**config.mk**
```make
export PLATFORM = sky130hd
export DESIGN_NAME = aluCore
export DESIGN_NICKNAME = d
export VERILOG_FILES = /design/src/rtl/aluPkg.sv /design/src/rtl/aluCtrl.sv /design/src/rtl/aluDatapath.sv /design/src/rtl/aluCore.sv
export SDC_FILE = /design/constraint.sdc
export NUM_CORES = 1
export LEC_CHECK = 0
export BUFFER_PORTS_ARGS = -buffer_cell sky130_fd_sc_hd__buf_2
export CORE_UTILIZATION = 50
export CTS_CLUSTER_SIZE = 10
export DETAILED_ROUTE_END_ITERATION = 8
export GPL_TIMING_DRIVEN = 0
export PLACE_DENSITY = 0.83
export RECOVER_POWER = 25
export SETUP_SLACK_MARGIN = 0.05
export SYNTH_ARGS = -nofsm -noshare
export SYNTH_HDL_FRONTEND = slang
export SYNTH_SLANG_ARGS = --single-unit
```
**constraint.sdc**
```tcl
create_clock -name clk -period 5.3 [get_ports clk]
set_input_delay 0 -clock clk [delete_from_list [all_inputs] [get_ports clk]]
set_output_delay 0 -clock clk [all_outputs]
set_load 0.005 [all_outputs]
```
**src/rtl/aluPkg.sv**
```systemverilog
package aluPkg;
  localparam int DATA_W = 8;
  localparam int OPC_W  = 5;

  localparam logic [OPC_W-1:0] OP_LOAD  = 5'h00;
  localparam logic [OPC_W-1:0] OP_AND   = 5'h01;
  localparam logic [OPC_W-1:0] OP_OR    = 5'h02;
  localparam logic [OPC_W-1:0] OP_XOR   = 5'h03;
  localparam logic [OPC_W-1:0] OP_ADD   = 5'h04;
  localparam logic [OPC_W-1:0] OP_ADDCY = 5'h05;
  localparam logic [OPC_W-1:0] OP_SUB   = 5'h06;
  localparam logic [OPC_W-1:0] OP_SUBCY = 5'h07;
  localparam logic [OPC_W-1:0] OP_CMP   = 5'h08;
  localparam logic [OPC_W-1:0] OP_TEST  = 5'h09;
  localparam logic [OPC_W-1:0] OP_SR0   = 5'h10;
  localparam logic [OPC_W-1:0] OP_SR1   = 5'h11;
  localparam logic [OPC_W-1:0] OP_SRX   = 5'h12;
  localparam logic [OPC_W-1:0] OP_SRA   = 5'h13;
  localparam logic [OPC_W-1:0] OP_RR    = 5'h14;
  localparam logic [OPC_W-1:0] OP_SL0   = 5'h18;
  localparam logic [OPC_W-1:0] OP_SL1   = 5'h19;
  localparam logic [OPC_W-1:0] OP_SLX   = 5'h1A;
  localparam logic [OPC_W-1:0] OP_SLA   = 5'h1B;
  localparam logic [OPC_W-1:0] OP_RL    = 5'h1C;

  typedef enum logic [1:0] {
    UNIT_LOGIC = 2'd0,
    UNIT_ARITH = 2'd1,
    UNIT_SHIFT = 2'd2
  } unitSelE;

  typedef enum logic [1:0] {
    LFN_PASS = 2'd0,
    LFN_AND  = 2'd1,
    LFN_OR   = 2'd2,
    LFN_XOR  = 2'd3
  } logicFnE;

  typedef enum logic [2:0] {
    FILL_ZERO  = 3'd0,
    FILL_ONE   = 3'd1,
    FILL_EXT   = 3'd2,
    FILL_CARRY = 3'd3,
    FILL_ROT   = 3'd4
  } fillSelE;

  typedef struct packed {
    unitSelE unitSel;
    logicFnE logicFn;
    logic    subtract;
    logic    useCarryIn;
    logic    zeroChain;
    logic    parityCarry;
    logic    shiftLeft;
    fillSelE fillSel;
    logic    writeRes;
    logic    updFlags;
  } aluCtrlT;
endpackage

```
**src/rtl/aluCtrl.sv**
```systemverilog
module aluCtrl
  import aluPkg::*;
#(
  parameter int OPC_BITS = OPC_W
) (
  input  logic [OPC_BITS-1:0] opCode,
  output aluCtrlT             ctrl
);
  always_comb begin
    ctrl             = '0;
    ctrl.unitSel     = UNIT_LOGIC;
    ctrl.logicFn     = LFN_PASS;
    ctrl.fillSel     = FILL_ZERO;
    case (opCode)
      OP_LOAD: begin
        ctrl.writeRes = 1'b1;
      end
      OP_AND, OP_OR, OP_XOR: begin
        ctrl.logicFn  = logicFnE'(opCode[1:0]);
        ctrl.writeRes = 1'b1;
        ctrl.updFlags = 1'b1;
      end
      OP_TEST: begin
        ctrl.logicFn     = LFN_AND;
        ctrl.parityCarry = 1'b1;
        ctrl.updFlags    = 1'b1;
      end
      OP_ADD, OP_ADDCY, OP_SUB, OP_SUBCY: begin
        ctrl.unitSel    = UNIT_ARITH;
        ctrl.subtract   = opCode[1];
        ctrl.useCarryIn = opCode[0];
        ctrl.zeroChain  = opCode[1] & opCode[0];
        ctrl.writeRes   = 1'b1;
        ctrl.updFlags   = 1'b1;
      end
      OP_CMP: begin
        ctrl.unitSel  = UNIT_ARITH;
        ctrl.subtract = 1'b1;
        ctrl.updFlags = 1'b1;
      end
      OP_SR0, OP_SR1, OP_SRX, OP_SRA, OP_RR,
      OP_SL0, OP_SL1, OP_SLX, OP_SLA, OP_RL: begin
        ctrl.unitSel   = UNIT_SHIFT;
        ctrl.shiftLeft = opCode[3];
        ctrl.fillSel   = fillSelE'(opCode[2:0]);
        ctrl.writeRes  = 1'b1;
        ctrl.updFlags  = 1'b1;
      end
      default: begin
        ctrl.writeRes = 1'b0;
        ctrl.updFlags = 1'b0;
      end
    endcase
  end
endmodule

```
**src/rtl/aluDatapath.sv**
```systemverilog
module aluDatapath
  import aluPkg::*;
#(
  parameter int WIDTH = DATA_W
) (
  input  logic             clk,
  input  logic             rst_n,
  input  logic             opValid,
  input  aluCtrlT          ctrl,
  input  logic             useImm,
  input  logic [WIDTH-1:0] regA,
  input  logic [WIDTH-1:0] regB,
  input  logic [WIDTH-1:0] immVal,
  output logic [WIDTH-1:0] result,
  output logic             resultWe,
  output logic             zeroNext,
  output logic             carryNext,
  output logic             zeroFlag,
  output logic             carryFlag
);
  localparam int MSB = WIDTH - 1;

  logic [WIDTH-1:0] opB;
  logic [WIDTH-1:0] logicRes;
  logic             logicCarry;
  logic [WIDTH-1:0] bEff;
  logic             carryIn;
  logic [WIDTH:0]   sumWide;
  logic [WIDTH-1:0] arithRes;
  logic             arithCarry;
  logic             fillBit;
  logic [WIDTH-1:0] shiftRes;
  logic             shiftCarry;
  logic [WIDTH-1:0] unitRes;
  logic             unitCarry;
  logic             resIsZero;
  logic             zeroCalc;

  assign opB = useImm ? immVal : regB;

  // logic unit
  always_comb begin
    case (ctrl.logicFn)
      LFN_AND: logicRes = regA & opB;
      LFN_OR:  logicRes = regA | opB;
      LFN_XOR: logicRes = regA ^ opB;
      default: logicRes = opB;
    endcase
    logicCarry = ctrl.parityCarry ? ^logicRes : 1'b0;
  end

  // adder shared by add, subtract and compare
  always_comb begin
    bEff = ctrl.subtract ? ~opB : opB;
    if (ctrl.useCarryIn) carryIn = ctrl.subtract ? ~carryFlag : carryFlag;
    else                 carryIn = ctrl.subtract;
    sumWide    = {1'b0, regA} + {1'b0, bEff} + {{WIDTH{1'b0}}, carryIn};
    arithRes   = sumWide[WIDTH-1:0];
    arithCarry = ctrl.subtract ? ~sumWide[WIDTH] : sumWide[WIDTH];
  end

  // single-bit shifter
  always_comb begin
    case (ctrl.fillSel)
      FILL_ONE:   fillBit = 1'b1;
      FILL_EXT:   fillBit = ctrl.shiftLeft ? regA[0] : regA[MSB];
      FILL_CARRY: fillBit = carryFlag;
      FILL_ROT:   fillBit = ctrl.shiftLeft ? regA[MSB] : regA[0];
      default:    fillBit = 1'b0;
    endcase
    if (ctrl.shiftLeft) begin
      shiftRes   = {regA[MSB-1:0], fillBit};
      shiftCarry = regA[MSB];
    end else begin
      shiftRes   = {fillBit, regA[MSB:1]};
      shiftCarry = regA[0];
    end
  end

  always_comb begin
    case (ctrl.unitSel)
      UNIT_ARITH: begin unitRes = arithRes; unitCarry = arithCarry; end
      UNIT_SHIFT: begin unitRes = shiftRes; unitCarry = shiftCarry; end
      default:    begin unitRes = logicRes; unitCarry = logicCarry; end
    endcase
    resIsZero = (unitRes == '0);
    zeroCalc  = ctrl.zeroChain ? (resIsZero & zeroFlag) : resIsZero;
  end

  assign result    = unitRes;
  assign resultWe  = opValid & ctrl.writeRes;
  assign zeroNext  = (opValid & ctrl.updFlags) ? zeroCalc : zeroFlag;
  assign carryNext = (opValid & ctrl.updFlags) ? unitCarry : carryFlag;

  always_ff @(posedge clk or negedge rst_n) begin
    if (!rst_n) begin
      zeroFlag  <= 1'b0;
      carryFlag <= 1'b0;
    end else if (opValid) begin
      zeroFlag  <= zeroNext;
      carryFlag <= carryNext;
    end
  end
endmodule

```
**src/rtl/aluCore.sv**
```systemverilog
module aluCore
  import aluPkg::*;
#(
  parameter int WIDTH    = DATA_W,
  parameter int OPC_BITS = OPC_W
) (
  input  logic                clk,
  input  logic                rst_n,
  input  logic                opValid,
  input  logic [OPC_BITS-1:0] opCode,
  input  logic                useImm,
  input  logic [WIDTH-1:0]    regA,
  input  logic [WIDTH-1:0]    regB,
  input  logic [WIDTH-1:0]    immVal,
  output logic [WIDTH-1:0]    result,
  output logic                resultWe,
  output logic                zeroNext,
  output logic                carryNext,
  output logic                zeroFlag,
  output logic                carryFlag
);
  aluCtrlT ctrl;

  aluCtrl #(.OPC_BITS(OPC_BITS)) u_ctrl (
    .opCode (opCode),
    .ctrl   (ctrl)
  );

  aluDatapath #(.WIDTH(WIDTH)) u_dp (
    .clk       (clk),
    .rst_n     (rst_n),
    .opValid   (opValid),
    .ctrl      (ctrl),
    .useImm    (useImm),
    .regA      (regA),
    .regB      (regB),
    .immVal    (immVal),
    .result    (result),
    .resultWe  (resultWe),
    .zeroNext  (zeroNext),
    .carryNext (carryNext),
    .zeroFlag  (zeroFlag),
    .carryFlag (carryFlag)
  );
endmodule

```
==> metrics.md <==
| Metric | Value |
|---|---|
| Compound-cell area share of the yosys netlist | `30.6%` |
| H-Tree Depth | `1` |
| CP Cell Sequence | `clkbuf_2, buf_2, buf_2, nor2_1, nand3b_1, a21oi_1, buf_2, xnor2_1, fa_1, fa_1, a21o_1, a21oi_1, xnor2_1, a221oi_1, a22oi_1, or4_1, o32ai_1, buf_2` |
| Synthesis Warnings | `0` |
| Max Root-Sink Buffers | `2` |
| Drt drc | `0` |
| CTS tree | `yes` |
| Resized cells post-CTS | `0` |
| Crit Path Category | `primary input to output pin` |
| Skew-Pair Late Insertion Delay | `approximately 0.23 ns` |
| Maximum VDD drop | `a little over 0.00007 V` |
| Clock net sink count | `2` |
| Vias/cell | `5.95` |
| Syn Inst Count | `250` |
| Power Dens Cells | `between 100 and 150 nW/um2` |
| Total negative slack | `0 ns` |
| Unrepaired setup endpoints after global routing | `no` |
| Largest family of logic cells by synthesized area | `compound AO/OA/AOI/OAI gates` |
| Die width | `61.3 um` |
| Initial DRC count | `168` |
| Worst hold slack | `~0.085 ns` |
| Tot GR Track Use | `between 20% and 30%` |
| CP max-delay cell | `or4_1` |
| Most common cell on crit path | `buf_2` |
| Register area share after synthesis | `2.84%` |
| Top cell type's share of synthesized area | `17.8%` |
| # rows | `21` |
| Worst slew margin | `around 47%` |
| Mux cell area share after synthesis | `under 10%` |
| Worst path arrival time | `between 4 and 5 ns` |
| GPL Wtd Cong | `slightly above 0.9` |
| Endpoints failing setup | `0` |
| TritonCTS Buffers | `3` |
| Period Utilization, post-route | `between 80 and 90%` |
| Leakage Power | `1.00 nW` |
| Register clock-pin slew on the reported worst setup and hold paths | `approximately 0.030 ns` |
| Cell variety after synth | `a little under 60` |
| Commonest cells post-synth | `a21oi_1 (25), ha_1 (25), nor2_1 (24)` |
| Top-level port count | `between 40 and 50` |
| Slowest stage delay, CP | `0.59 ns` |
| Synth Area in Simple Gates | `a little over a fifth` |
| Status | `complete, no violations` |
| Die ar. | `approximately 3800 um2` |
| Required @ worst endpoint | `around 5.3 ns` |
| Worst slew pin tran | `0.785 ns` |
| Finished Cell Area | `just over 2000 um2` |
| Syn Area/Cell | `7.04 um2` |
| Syn Nets | `310` |
| Max Fclk | `between 200 and 250 MHz` |
| Number of fill cells | `around 350` |
| Max_cap viols | `0` |
| Min-Delay Path Class | `primary input to asynchronous set/reset pin` |
| Via count | `2035` |
| Core area | `approximately 3400 um2` |
| Top_reg_cell synth | `dfrtp_1` |
| Pin count of the biggest net entering global routing | `11` |
| Detailed Place HPWL | `about 4.0 mm` |
| Cell Area, Synth | `1760 um2` |
| First-pass GRT wire length | `~7.8 mm` |
| Crit-path max FO | `10` |
| N_diodes | `0` |
| Placed cell areas | `between 2000 and 2500 um2` |
| Vias in the first global route | `1805` |
| # Post-CTS Setup Buffers | `0` |
| Final worst path period need | `4.50 ns` |
| Fraction of layout instances using a drive strength above 1 | `between 20% and 30%` |
| Hold Fails Final Rpt | `0` |
| Clock Skew | `0.000621 ns` |
| Synth area leader | `ha_1` |
| Clock root buffer | `clkbuf_4` |
| Die span in y | `61.3 um` |
| Worst Setup Start Kind | `primary input` |
| Starting Density | `a little over half` |
| Drt pass-1 iters | `4` |
| Wire per inst | `between 10 and 15 um` |
| Post-synth EDFFs | `0` |
| Synth top area cells | `ha_1 (18%), xnor2_1 (7.5%), a21oi_1 (7.1%)` |
| Adder-cell share of the synthesized area | `between 20% and 30%` |
| Final Routed Wirelength | `4.99 mm` |
| Yosys reg bits | `2` |
| Nets@finish | `358` |
| IO buf count | `between 40 and 50` |
| Asr flop ratio synth | `100%` |
| Area delta synth->final | `16.8%` |
| Slew Limit Fails | `0` |
| Initial antenna violation count | `0` |
| Crit end category | `output pin` |
| Synth Area in XOR/XNOR | `about a tenth` |
| Post-DRT Antenna Nets | `0` |
| Grt ovf | `0` |
metrics by stage:
step	setup slack (ns)	total power, mW	util (%)	instances
floorplan	1.49	0.191	-	250
global placement	0.920	0.253	60.3	338
detailed placement	0.857	0.258	60.3	338
CTS	0.843	0.297	61.3	342
global route	0.487	0.329	61.2	342
finish	0.799	0.298	61.2	342
worst paths after layout:
path	slack, ns	to	cells past startpoint	from
worst max-delay path	0.80	zeroNext	18	opCode[0]
worst min register to register	0.58	u_dp.zeroFlag$_DFFE_PN0P_	2	u_dp.zeroFlag$_DFFE_PN0P_
max in group asynchronous	5.10	u_dp.carryFlag$_DFFE_PN0P_	2	rst_n
worst max register to register	1.54	u_dp.zeroFlag$_DFFE_PN0P_	14	u_dp.carryFlag$_DFFE_PN0P_
min in group clk	0.28	u_dp.zeroFlag$_DFFE_PN0P_	4	opValid
worst min-delay path	0.08	u_dp.zeroFlag$_DFFE_PN0P_	2	rst_n
flip-flops by register name, summed over array words and instances, names as in the netlist:
name            flops
u_dp.carryFlag      1
u_dp.zeroFlag       1
worst max-delay path, delay by kind of cell:
kind / cells / cell delay (ns)
AO/OA/AOI/OAI: 6 / 1.41
XOR/XNOR: 2 / 0.25
adder cells (fa/ha/maj): 2 / 0.87
buffers and inverters: 5 / 1.04
AND/OR/NAND/NOR: 3 / 0.92
logic make-up after synthesis:
group / after synthesis
AO/OA/AOI/OAI: 83
AND/OR/NAND/NOR: 72
buffers and inverters: 36
adder cells (fa/ha/maj): 27
XOR/XNOR: 18
multiplexers: 12
flip-flops: 2
per-layer routing:
| metal | global-route usage [%] | part of all wire [%] |
|---|---|---|
| met2 | 48.6 | 45 |
| met5 | 0 | 0 |
| met4 | 7.94 | 2.2 |
| met3 | 1.47 | 7.3 |
| met1 | 36.0 | 45 |
layout by cell type (no fill, tap or decap), types with 2 or more instances in the layout:
| master | instances |
|---|---|
| and2_1 | 2 |
| inv_1 | 20 |
| a222oi_1 | 2 |
| o221ai_1 | 4 |
| or2_2 | 2 |
| ha_1 | 25 |
| mux2_2 | 2 |
| o22ai_1 | 2 |
| clkbuf_1 | 9 |
| buf_2 | 46 |
| o32ai_1 | 2 |
| o21a_1 | 2 |
| a22oi_1 | 5 |
| fa_1 | 2 |
| o22a_1 | 2 |
| nand2_1 | 22 |
| a31oi_1 | 3 |
| dfrtp_1 | 2 |
| o21ai_0 | 18 |
| a21o_1 | 4 |
| a21oi_1 | 25 |
| xnor2_1 | 15 |
| clkbuf_4 | 3 |
| nor2_1 | 24 |
| a221oi_1 | 3 |
| mux2i_1 | 9 |
| xor2_1 | 2 |
| or4b_2 | 3 |
| nor2b_1 | 4 |
| nand2b_1 | 2 |
report_power, final:
part | total [mW] | internal [mW] | switching, mW
Clock | 0.0351 | 0.0251 | 0.0101
Sequential | 0.0204 | 0.0179 | 0.00252
Combinational | 0.243 | 0.110 | 0.133
layout make-up:
type | instances | area (um2) | share of cell area, %
multi-input combinational | 212 | 1560 | 75.7
timing repair buffer | 43 | 216 | 10.5
buffer | 15 | 73.8 | 3.59
sequential | 2 | 50.0 | 2.43
inverter | 21 | 78.8 | 3.83
clock buffer | 3 | 22.5 | 1.09
tap | 46 | 57.6 | 2.80
what timing repair did:
action,CTS,global route
endpoints found under the hold margin,2,0
setup endpoints to repair,0,0
hold buffers,1,0
(Power assumes the default switching activity.)
